===== src/rtl/xirq_pkg.sv =====
package xirq_pkg;
   localparam int unsigned WORD_W    = 32;
   localparam int unsigned MAX_WORDS = 7;
   localparam int unsigned ADDR_W    = 12;
   localparam int unsigned NUM_CFG   = 4;

   typedef enum logic [3:0] {
      GRP_STAT   = 4'd0,
      GRP_ACK    = 4'd1,
      GRP_MASK   = 4'd2,
      GRP_MASK_S = 4'd3,
      GRP_MASK_C = 4'd4,
      GRP_SENS   = 4'd5,
      GRP_SENS_S = 4'd6,
      GRP_SENS_C = 4'd7,
      GRP_SOFT   = 4'd8,
      GRP_SOFT_S = 4'd9,
      GRP_SOFT_C = 4'd10,
      GRP_RSV_A  = 4'd11,
      GRP_POL    = 4'd12,
      GRP_POL_S  = 4'd13,
      GRP_POL_C  = 4'd14,
      GRP_RSV_B  = 4'd15
   } grp_e;

   // index of each configuration field inside the cfg array
   localparam int unsigned CF_MASK = 0;
   localparam int unsigned CF_SENS = 1;
   localparam int unsigned CF_SOFT = 2;
   localparam int unsigned CF_POL  = 3;

   // domain-0 enable window: addr[11:5] == this value
   localparam logic [6:0] EN0_PAGE = 7'b0100000;
endpackage


===== src/rtl/xirq_sync.sv =====
module xirq_sync #(
   parameter int unsigned W      = 32,
   parameter int unsigned STAGES = 2
) (
   input  logic         clk_i,
   input  logic         rst_ni,
   input  logic [W-1:0] async_i,
   output logic [W-1:0] lvl_o,
   output logic [W-1:0] prev_o
);
   if (STAGES < 2) begin : g_bad_stages
      $error("xirq_sync: STAGES must be at least 2");
   end

   logic [STAGES-1:0][W-1:0] chain_q;
   logic [W-1:0]             prev_q;

   always_ff @(posedge clk_i or negedge rst_ni) begin
      if (!rst_ni) chain_q[0] <= '0;
      else         chain_q[0] <= async_i;
   end

   for (genvar s = 1; s < STAGES; s++) begin : g_stage
      always_ff @(posedge clk_i or negedge rst_ni) begin
         if (!rst_ni) chain_q[s] <= '0;
         else         chain_q[s] <= chain_q[s-1];
      end
   end

   always_ff @(posedge clk_i or negedge rst_ni) begin
      if (!rst_ni) prev_q <= '0;
      else         prev_q <= chain_q[STAGES-1];
   end

   assign lvl_o  = chain_q[STAGES-1];
   assign prev_o = prev_q;
endmodule


===== src/rtl/xirq_cfg.sv =====
module xirq_cfg #(
   parameter int unsigned   W    = 32,
   parameter logic [W-1:0]  KEEP = '1,
   parameter logic [W-1:0]  RST  = '0
) (
   input  logic         clk_i,
   input  logic         rst_ni,
   input  logic [W-1:0] set_i,
   input  logic [W-1:0] clr_i,
   output logic [W-1:0] q_o
);
   logic [W-1:0] q;
   logic [W-1:0] set_k;
   logic [W-1:0] clr_k;

   assign set_k = set_i & KEEP;
   assign clr_k = clr_i & KEEP;

   always_ff @(posedge clk_i or negedge rst_ni) begin
      if (!rst_ni) q <= RST & KEEP;
      else         q <= (q | set_k) & ~clr_k & KEEP;
   end

   assign q_o = q;


   set_apply_chk: assert property (@(posedge clk_i) disable iff (!rst_ni)
      (|set_k && !(|clr_k)) |=> ((q & $past(set_k)) == $past(set_k)));


   clr_apply_chk: assert property (@(posedge clk_i) disable iff (!rst_ni)
      (|clr_k && !(|set_k)) |=> ((q & $past(clr_k)) == '0));
endmodule


===== src/rtl/xirq_pend.sv =====
module xirq_pend #(
   parameter int unsigned W = 32
) (
   input  logic         clk_i,
   input  logic         rst_ni,
   input  logic [W-1:0] lvl_i,
   input  logic [W-1:0] prev_i,
   input  logic [W-1:0] sens_i,
   input  logic [W-1:0] pol_i,
   input  logic [W-1:0] soft_i,
   input  logic [W-1:0] ack_i,
   output logic [W-1:0] pend_o
);
   logic [W-1:0] trig;
   logic [W-1:0] pend_q;

   for (genvar i = 0; i < W; i++) begin : g_line
      logic rise, fall, lvl_hit, edge_hit;
      assign rise     = lvl_i[i] & ~prev_i[i];
      assign fall     = ~lvl_i[i] & prev_i[i];
      assign lvl_hit  = ~(lvl_i[i] ^ pol_i[i]);
      assign edge_hit = pol_i[i] ? rise : fall;
      assign trig[i]  = soft_i[i] | (sens_i[i] ? lvl_hit : edge_hit);
   end

   // a trigger in the same cycle as an acknowledge wins
   always_ff @(posedge clk_i or negedge rst_ni) begin
      if (!rst_ni) pend_q <= '0;
      else         pend_q <= (pend_q & ~ack_i) | trig;
   end

   assign pend_o = pend_q;


   ack_clear_chk: assert property (@(posedge clk_i) disable iff (!rst_ni)
      |(ack_i & ~trig) |=> ((pend_q & $past(ack_i & ~trig)) == '0));


   pend_hold_chk: assert property (@(posedge clk_i) disable iff (!rst_ni)
      |pend_q |=> (($past(pend_q) & ~$past(ack_i) & ~pend_q) == '0));
endmodule


===== src/rtl/xirq_ctrl.sv =====
module xirq_ctrl
   import xirq_pkg::*;
#(
   parameter int unsigned NUM_LINES   = 224,
   parameter int unsigned SYNC_STAGES = 2
) (
   input  logic                 clk_i,
   input  logic                 rst_ni,
   input  logic [NUM_LINES-1:0] line_i,
   input  logic                 wr_en_i,
   input  logic                 rd_en_i,
   input  logic [ADDR_W-1:0]    addr_i,
   input  logic [WORD_W-1:0]    wdata_i,
   output logic [WORD_W-1:0]    rdata_o,
   output logic                 irq_o
);
   localparam int unsigned WORDS = (NUM_LINES + WORD_W - 1) / WORD_W;
   localparam int unsigned PADW  = WORDS * WORD_W;
   localparam logic [3:0]  WORDS4 = 4'(WORDS);

   if (NUM_LINES < 1 || NUM_LINES > MAX_WORDS * WORD_W) begin : g_bad_lines
      $error("xirq_ctrl: NUM_LINES must be 1..224");
   end

   function automatic logic [PADW-1:0] mk_keep();
      logic [PADW-1:0] m;
      for (int i = 0; i < PADW; i++) m[i] = (i < NUM_LINES);
      return m;
   endfunction
   localparam logic [PADW-1:0] KEEP = mk_keep();

   function automatic logic [WORD_W-1:0] pick(input logic [PADW-1:0] v, input logic [3:0] idx);
      logic [WORD_W-1:0] r;
      r = '0;
      for (int w = 0; w < WORDS; w++) begin
         if (idx == 4'(w)) r = v[w*WORD_W +: WORD_W];
      end
      return r;
   endfunction

   // ---------------- address decode ----------------
   logic       aligned, grp_zone, en0_zone;
   logic [3:0] grp_idx;
   logic [3:0] word_idx;
   grp_e       grp;
   logic       grp_hit, en0_hit;

   assign aligned  = (addr_i[1:0] == 2'b00);
   assign grp_zone = (addr_i[11:10] == 2'b00);
   assign en0_zone = (addr_i[11:5] == EN0_PAGE);
   assign grp_idx  = addr_i[9:6];
   assign grp      = grp_e'(grp_idx);
   assign word_idx = grp_zone ? addr_i[5:2] : {1'b0, addr_i[4:2]};
   assign grp_hit  = aligned && grp_zone && (word_idx < WORDS4);
   assign en0_hit  = aligned && en0_zone && (word_idx < WORDS4);

   // write data spread across the line vector
   logic [PADW-1:0] wide;
   always_comb begin
      wide = '0;
      for (int w = 0; w < WORDS; w++) begin
         if (word_idx == 4'(w)) wide[w*WORD_W +: WORD_W] = wdata_i;
      end
   end

   logic gw;
   assign gw = wr_en_i && grp_hit;

   logic [NUM_CFG-1:0][PADW-1:0] set_v, clr_v, cfg_q;
   logic [PADW-1:0]              ack_v;

   assign ack_v              = (gw && grp == GRP_ACK)    ? wide : '0;
   assign set_v[CF_MASK]     = (gw && grp == GRP_MASK_S) ? wide : '0;
   assign clr_v[CF_MASK]     = (gw && grp == GRP_MASK_C) ? wide : '0;
   assign set_v[CF_SENS]     = (gw && grp == GRP_SENS_S) ? wide : '0;
   assign clr_v[CF_SENS]     = (gw && grp == GRP_SENS_C) ? wide : '0;
   assign set_v[CF_SOFT]     = (gw && grp == GRP_SOFT_S) ? wide : '0;
   assign clr_v[CF_SOFT]     = (gw && grp == GRP_SOFT_C) ? wide : '0;
   assign set_v[CF_POL]      = (gw && grp == GRP_POL_S)  ? wide : '0;
   assign clr_v[CF_POL]      = (gw && grp == GRP_POL_C)  ? wide : '0;

   // ---------------- configuration fields ----------------
   for (genvar c = 0; c < NUM_CFG; c++) begin : g_cfg
      localparam logic [PADW-1:0] RST_C = (c == CF_MASK) ? '1 : '0;
      xirq_cfg #(
         .W    (PADW),
         .KEEP (KEEP),
         .RST  (RST_C)
      ) u_cfg (
         .clk_i  (clk_i),
         .rst_ni (rst_ni),
         .set_i  (set_v[c]),
         .clr_i  (clr_v[c]),
         .q_o    (cfg_q[c])
      );
   end

   // ---------------- domain-0 enable (plain words) ----------------
   logic [PADW-1:0] en0_q;
   for (genvar w = 0; w < WORDS; w++) begin : g_en0
      always_ff @(posedge clk_i or negedge rst_ni) begin
         if (!rst_ni)
            en0_q[w*WORD_W +: WORD_W] <= '0;
         else if (wr_en_i && en0_hit && word_idx == 4'(w))
            en0_q[w*WORD_W +: WORD_W] <= wdata_i & KEEP[w*WORD_W +: WORD_W];
      end
   end

   // ---------------- synchroniser and trigger ----------------
   logic [PADW-1:0] line_pad, lvl, prev, pend;
   assign line_pad = PADW'(line_i);

   xirq_sync #(
      .W      (PADW),
      .STAGES (SYNC_STAGES)
   ) u_sync (
      .clk_i   (clk_i),
      .rst_ni  (rst_ni),
      .async_i (line_pad),
      .lvl_o   (lvl),
      .prev_o  (prev)
   );

   xirq_pend #(
      .W (PADW)
   ) u_pend (
      .clk_i  (clk_i),
      .rst_ni (rst_ni),
      .lvl_i  (lvl),
      .prev_i (prev),
      .sens_i (cfg_q[CF_SENS]),
      .pol_i  (cfg_q[CF_POL]),
      .soft_i (cfg_q[CF_SOFT]),
      .ack_i  (ack_v & KEEP),
      .pend_o (pend)
   );

   // ---------------- read path ----------------
   logic [WORD_W-1:0] rd_mux;
   always_comb begin
      rd_mux = '0;
      if (grp_hit) begin
         unique case (grp)
            GRP_STAT: rd_mux = pick(pend, word_idx);
            GRP_MASK: rd_mux = pick(cfg_q[CF_MASK], word_idx);
            GRP_SENS: rd_mux = pick(cfg_q[CF_SENS], word_idx);
            GRP_SOFT: rd_mux = pick(cfg_q[CF_SOFT], word_idx);
            GRP_POL:  rd_mux = pick(cfg_q[CF_POL], word_idx);
            default:  rd_mux = '0;
         endcase
      end else if (en0_hit) begin
         rd_mux = pick(en0_q, word_idx);
      end
   end

   always_ff @(posedge clk_i or negedge rst_ni) begin
      if (!rst_ni)      rdata_o <= '0;
      else if (rd_en_i) rdata_o <= rd_mux;
   end

   // ---------------- aggregated interrupt ----------------
   assign irq_o = |(pend & ~cfg_q[CF_MASK] & en0_q);


   irq_gate_chk: assert property (@(posedge clk_i) disable iff (!rst_ni)
      (en0_q == '0) |-> !irq_o);
endmodule


===== config.mk =====
export PLATFORM = sky130hd
export DESIGN_NAME = xirq_ctrl
export DESIGN_NICKNAME = d
export VERILOG_FILES = /design/src/rtl/xirq_pkg.sv /design/src/rtl/xirq_sync.sv /design/src/rtl/xirq_cfg.sv /design/src/rtl/xirq_pend.sv /design/src/rtl/xirq_ctrl.sv
export SDC_FILE = /design/constraint.sdc
export NUM_CORES = 2
export LEC_CHECK = 0
export BUFFER_PORTS_ARGS = -buffer_cell sky130_fd_sc_hd__buf_2
export CORE_AREA = 2 2 477 479
export CTS_CLUSTER_SIZE = 24
export DETAILED_ROUTE_END_ITERATION = 10
export DIE_AREA = 0 0 479 481
export HOLD_SLACK_MARGIN = 0.05
export PLACE_DENSITY = 0.57
export SYNTH_ARGS = -nofsm -noshare
export SYNTH_HDL_FRONTEND = slang
export SYNTH_SLANG_ARGS = --single-unit

===== constraint.sdc =====
create_clock -name clk_i -period 2.6 [get_ports clk_i]
set_input_delay 0.39 -clock clk_i [delete_from_list [all_inputs] [get_ports clk_i]]
set_output_delay 0.39 -clock clk_i [all_outputs]
set_load 0.02 [all_outputs]

---- After elaboration in Yosys (flattened, before gate mapping) ----
Cells that the tools add are included.
storage, ports and cells
  register bits after elaboration ......... 2048
  logic and storage cells ................. 2160
cells by class
  $lt $le $gt $ge ......................... 1
  equality and inequality tests ........... 20
  mux-type cells .......................... 510
  bitwise logic cells ..................... 1586
  reduce and logical (&&, ||, !) cells .... 27
operators by type and width
  cell                  number
  $mux W224             9
  $mux W32              51
  $and A224 B224 Y224   7
  $not A224 Y224        6
  $or A224 B224 Y224    5
  $not A1 Y1            672
  $and A1 B1 Y1         448
  $mux W1               448
  $or A1 B1 Y1          224
  $reduce_or A224 Y1    1
  $xor A1 B1 Y1         224
  $pmux W32 S5          1
  $eq A4 B3 Y1 const B  7
  $eq A4 B4 Y1 const B  6
  $logic_and A1 B1 Y1   22
  $eq A4 B2 Y1 const B  4
  $eq A4 B1 Y1 const B  2
  $logic_not A4 Y1      2
  $eq A7 B6 Y1 const B  1
  $logic_not A2 Y1      2
  $lt A4 B3 Y1 const B  1
  $mux W4               1

---- Longest topological paths before layout ----
  depth after elaboration ................. 12
  gate-level depth with buffers ........... 12
  depth with buffers taken out ............ 6

---- Hierarchy ----
Synthesis repeated with hierarchy kept, for this count alone.
second synthesis, totals
  cell total of the unflattened synthesis .. 9049
  area total of the unflattened synthesis .. 95540.4 µm²
by module, submodules not included
  module                          instances  cells an instance  area an instance (µm²)  seq. area each (µm²)
  xirq_ctrl                       1          4569               32199.6                 6406.1
  xirq_cfg at g_cfg[1].u_cfg ...  3          448                7847.5                  5605.4
  xirq_sync                       1          896                18497.7                 16816.1
  xirq_pend                       1          1792               13172.6                 5605.4
  xirq_cfg at g_cfg[0].u_cfg      1          448                8127.8                  5885.6

---- Worst setup path before layout ----
Ideal clock, no wire load.
  path kind ............................... input to register
  from .................................... input addr_i[2]
  to ...................................... register rdata_o[14]
  library setup time ...................... 130 ps
  arrival ................................. 2510 ps
  required time ........................... 2470 ps
  path slack .............................. -40 ps
  cell stages on the path ................. 8
  buffers on the path ..................... 3
  cell sequence ........................... buf_2 -> buf_2 -> buf_1 -> mux4_2 -> a22oi_1 -> o22ai_1 -> o41ai_1 -> a21oi_1
between the ends
  cells in the longest elaborated chain, start to end .. 11
  elaborated cells on any way between the ends .. 56
  classes of those cells .................. 1 x order compare; 6 x eq/ne; 46 x mux; 3 x reduce/logical
RTL lines
  what                                      line                                source
  start: declaration                        xirq_ctrl.sv:12                     input logic [ADDR_W-1:0] addr_i,
  $mux W4 *                                 xirq_ctrl.sv:53                     assign word_idx = grp_zone ? addr_i[5:2] : {1'b0, addr_i[4:2]};
  $logic_not A4 Y1                          xirq_ctrl.sv:36                     if (idx == 4'(w)) r = v[w*WORD_W +: WORD_W];
  $mux W32 (7 in series)                    xirq_ctrl.sv:36
  $pmux W32 S5 or $mux W32 (tied branches)  xirq_ctrl.sv:143, xirq_ctrl.sv:151
  $mux W32 *                                xirq_ctrl.sv:142                    if (grp_hit) begin
  end signal: assignment                    xirq_ctrl.sv:158                    else if (rd_en_i) rdata_o <= rd_mux;
  end: declaration                          xirq_ctrl.sv:14                     output logic [WORD_W-1:0] rdata_o,
Mark *: on every way between the ends. The rest lies on a longest branch, timed or not.
A chain may end at the register's enable or synchronous reset.

---- Worst setup path in the final report ----
  from .................................... register g_cfg[0].u_cfg.q[96]
  to ...................................... output irq_o
between the ends
  cells in the longest elaborated chain, start to end .. 4
RTL lines
  what                               line              source
  start: declaration                 xirq_cfg.sv:12    logic [W-1:0] q;
  start signal: assignment           xirq_cfg.sv:20    if (!rst_ni) q <= RST & KEEP;
  start signal: assignment           xirq_cfg.sv:21    else q <= (q | set_k) & ~clr_k & KEEP;
  $not A224 Y224                     xirq_ctrl.sv:162  assign irq_o = |(pend & ~cfg_q[CF_MASK] & en0_q);
  $and A224 B224 Y224 (2 in series)  xirq_ctrl.sv:162
  $reduce_or A224 Y1                 xirq_ctrl.sv:162
  end: declaration                   xirq_ctrl.sv:15   output logic irq_o
No other way between the ends.

==> results.json <==
{
  "synth_edf_count": 0,
  "muxShareOfSynthArea_pct": 8.17,
  "fin_skew_ns": 0.0630,
  "synthSimpleGateAreaFrac_pct": 7.36,
  "critPathKind": "flop to output port",
  "p_switching_mw": 17.7,
  "violations": "setup timing",
  "synth_commonest_cells": "1824 x dfrtp_1, 1049 x a31oi_1, 836 x a21oi_1",
  "hold_class": "input port to async pin",
  "status": "complete, but fails checks",
  "io_buffers": 304,
  "fillers": 19600,
  "rsz0062_at_grt": "yes",
  "tightestPinTransition_ns": 0.971,
  "use_met1_pct": 41.5,
  "netlist_top_cells_area": "dfrtp_1 51%, a31oi_1 7.3%, dfstp_2 6.6%",
  "worstSetupEndpointType": "output port",
  "synth_top_family_by_area": "compound AO/OA/AOI/OAI gates",
  "grt.met3_usage_pct": 5.51,
  "avgSynthCellArea_um2": 11.6,
  "setup_viol": 1,
  "viasPerCell": 6.03,
  "initial_core_util_pct": 39.7,
  "grt_max_degree": 98,
  "synth_area_mm2": 0.0896,
  "drc": 0,
  "layout-drive-gt1-share_pct": 27.8,
  "tns_ns": -1.37,
  "grt_use_met2_pct": 51.5,
  "place.gp.congestion": 0.999,
  "final_core_util_pct": 51.7,
  "multi_input_area_mm2": 0.0351,
  "via_count": 74500,
  "peakVddDrop_uv": 631,
  "antenna_found_initial": 24,
  "synth_fa_ha_area_share_pct": 0,
  "grt_use_total_pct": 32.3,
  "clk_path_buf_depth": 3,
  "nets": 9414,
  "timing.final.crit_period_ns": 3.97,
  "yosys.area.top_type": "dfrtp_1",
  "synth_nets": 8020,
  "fin_total_pwr_mw": 72.3,
  "path_clk_slew_ns": 0.06,
  "synth_seq_cells": 2048,
  "yosysWarnings": 0,
  "powerDensity_mw_per_mm2": 619,
  "ys_seq_area_share_pct": 57.5,
  "die_area_mm2": 0.230,
  "period_share_pct": 153,
  "p_comb_share_pct": 6.8,
  "rows": 175,
  "critPathMaxStageDelay_ns": 0.65,
  "async_reset_ff_share_pct": 100,
  "p_leak_nw": 50.2,
  "htree_levels": 4,
  "internal-power_mw": 54.6,
  "worstPathArrival_ns": 3.58,
  "hpwlAfterDp_um": 277000,
  "die_w_um": 479,
  "synth_flop_cell": "dfrtp_1",
  "yosys.area.top_type_share_pct": 51.0,
  "cts_root_buffer": "clkbuf_16",
  "hold_viol_final": 0,
  "grt_pass1_wl_um": 539000,
  "regArea_mm2": 0.0515,
  "io_pins": 305,
  "gr-total-overflow": 0,
  "area_growth_pct": 30.3,
  "cpMaxStageDelayCell": "or4_4",
  "critPathMaxFanout": 2,
  "clock.fmax_ghz": 0.252,
  "drv_slew": 0,
  "drt_iter0_drc": 8531,
  "p_clk_share_pct": 47.5,
  "syn_inst": 7748,
  "clkSinkCount": 2048,
  "start_kind": "flop",
  "cp.required_ns": 2.21,
  "relSlewSlack_pct": 35.3,
  "detail_route.first_pass.iterations": 6,
  "busiest_layer": "met2",
  "synth_compound_area_share_pct": 18.8,
  "ant_nets": 0,
  "die_h_um": 481,
  "swShare_pct": 24.5,
  "yosysMostFrequentCell": "dfrtp_1",
  "critPathBufInv": 1,
  "clk_latency_ns": 0.91,
  "synthXorXnorAreaFrac_pct": 4.25,
  "seqPwrFrac_pct": 45.6,
  "cts_tree": "built",
  "hold_ws_ns": 0.101,
  "ys_types": 73,
  "grt_pass1_vias": 73400,
  "wl_per_cell_um": 30.4,
  "cp_cell_sequence": "and3b_1, a31oi_1, nand3_1, nor4_2, nand4_1, or4_4, buf_6",
  "wl_um": 376000,
  "cts_buffers": 222,
  "cap_violations": 0,
  "core_mm2": 0.226,
  "crit_family": "simple AND/OR/NAND/NOR gates",
  "worst_slack_ns": -1.37
}
[cell usage in the layout, fill, tap and decap left out, types with 57 or more instances in the layout]
cell type / Yosys / routed
nand3b_1: 402 / 402
a2bb2oi_1: 64 / 64
xnor2_1: 218 / 218
dfstp_2: 224 / 224
buf_2: 242 / 300
mux2_1: 224 / 224
dlygate4sd3_1: 0 / 259
xor2_1: 217 / 217
a21oi_1: 836 / 836
and2_1: 101 / 100
o21ai_0: 323 / 323
nor2_1: 94 / 88
mux2i_1: 57 / 57
clkbuf_16: 0 / 222
buf_4: 3 / 1154
buf_12: 0 / 269
dfrtp_1: 1824 / 1824
nand2_1: 312 / 311
o21ai_1: 169 / 168
a31oi_1: 1049 / 1042
a22oi_1: 159 / 159
o22ai_1: 65 / 65
mux4_2: 184 / 184
[timing repair]
item                       in CTS  in global routing
pin swaps                      10                  8
buffers inserted                0                  0
resized for setup              33                 14
setup endpoints to repair       1                  1
hold endpoints to repair     1288                  0
hold buffers                  259                  0
[through the flow]
stage / std cells / setup WS (ns) / cell area [um2]
4_1_cts: 12300 / -1.39 / 117000
3_3_place_gp: 11700 / -1.22 / 106000
2_1_floorplan: 7748 / 0.0280 / 89600
5_1_grt: 12300 / -1.32 / 117000
6_report: 12400 / -1.37 / 117000
3_5_place_dp: 11700 / -1.24 / 106000
[layout make-up]
| class | instances | share of cell area, % |
|---|---|---|
| Timing Repair Buffer | 1985 | 15.6 |
| Sequential cell | 2048 | 44.2 |
| Multi-Input combinational cell | 4860 | 30.1 |
| Antenna cell | 13 | 0.0279 |
| Inverter | 25 | 0.0804 |
| Clock inverter | 108 | 1.42 |
| Tap cell | 3009 | 3.23 |
| Clock buffer | 308 | 5.45 |
[path summary, 6_finish.rpt]
kind	slack, ns	from	to	depth (start not counted)
worst max-delay path	-1.37	g_cfg[0].u_cfg.q_o[96]	irq_o	7
min in group clk_i	0.11	line_i[114]	u_sync.chain_q[114]	2
worst min-delay path	0.10	rst_ni	u_sync.lvl_o[95]	2
worst max register to register	0.15	u_pend.pend_o[84]	rdata_o[20]	6
max in group asynchronous	1.34	rst_ni	g_cfg[0].u_cfg.q_o[67]	4
worst min register to register	0.33	u_sync.chain_q[157]	u_sync.lvl_o[157]	0
[worst reg2reg max path: cells and delay by family (launching register included)]
family                 cells  cell delay (ns)
AOI/OAI and AO/OA          4             1.11
buffers and inverters      1             0.16
DFF                        1             0.43
muxes                      1             0.60
[logic make-up after synthesis]
group           count (synthesis)
simple gates                 1119
flops                        2048
buf+inv                       840
compound gates               2834
mux                           472
xor+xnor                      435
[power groups by stage]
stage / Combinational (mW) / Clock (mW) / Sequential, mW
final: 4.93 / 34.4 / 33.0
after floorplan: 1.77 / 0 / 33.4
after global routing: 5.23 / 36.3 / 33.0
after global placement: 4.52 / 0 / 33.5
after detailed placement: 4.55 / 0 / 33.6
after CTS: 4.89 / 34.9 / 33.0
[registers in the layout (all words and copies together), names as in the netlist]
name	cells
u_sync.chain_q	224
rdata_o	32
u_sync.lvl_o	224
u_sync.prev_o	224
u_pend.pend_o	224
g_cfg.u_cfg.q_o	896
en0_q	224
[routing by layer]
layer | wire length (um) | vias up | part of all wire, %
li1 | - | 31800 | -
met1 | 147000 | 38200 | 39
met2 | 175000 | 3599 | 47
met3 | 27500 | 875 | 7.3
met4 | 26000 | 16 | 6.9
met5 | 103 | - | 0.027
No activity file was read; power rests on OpenSTA's default activity.
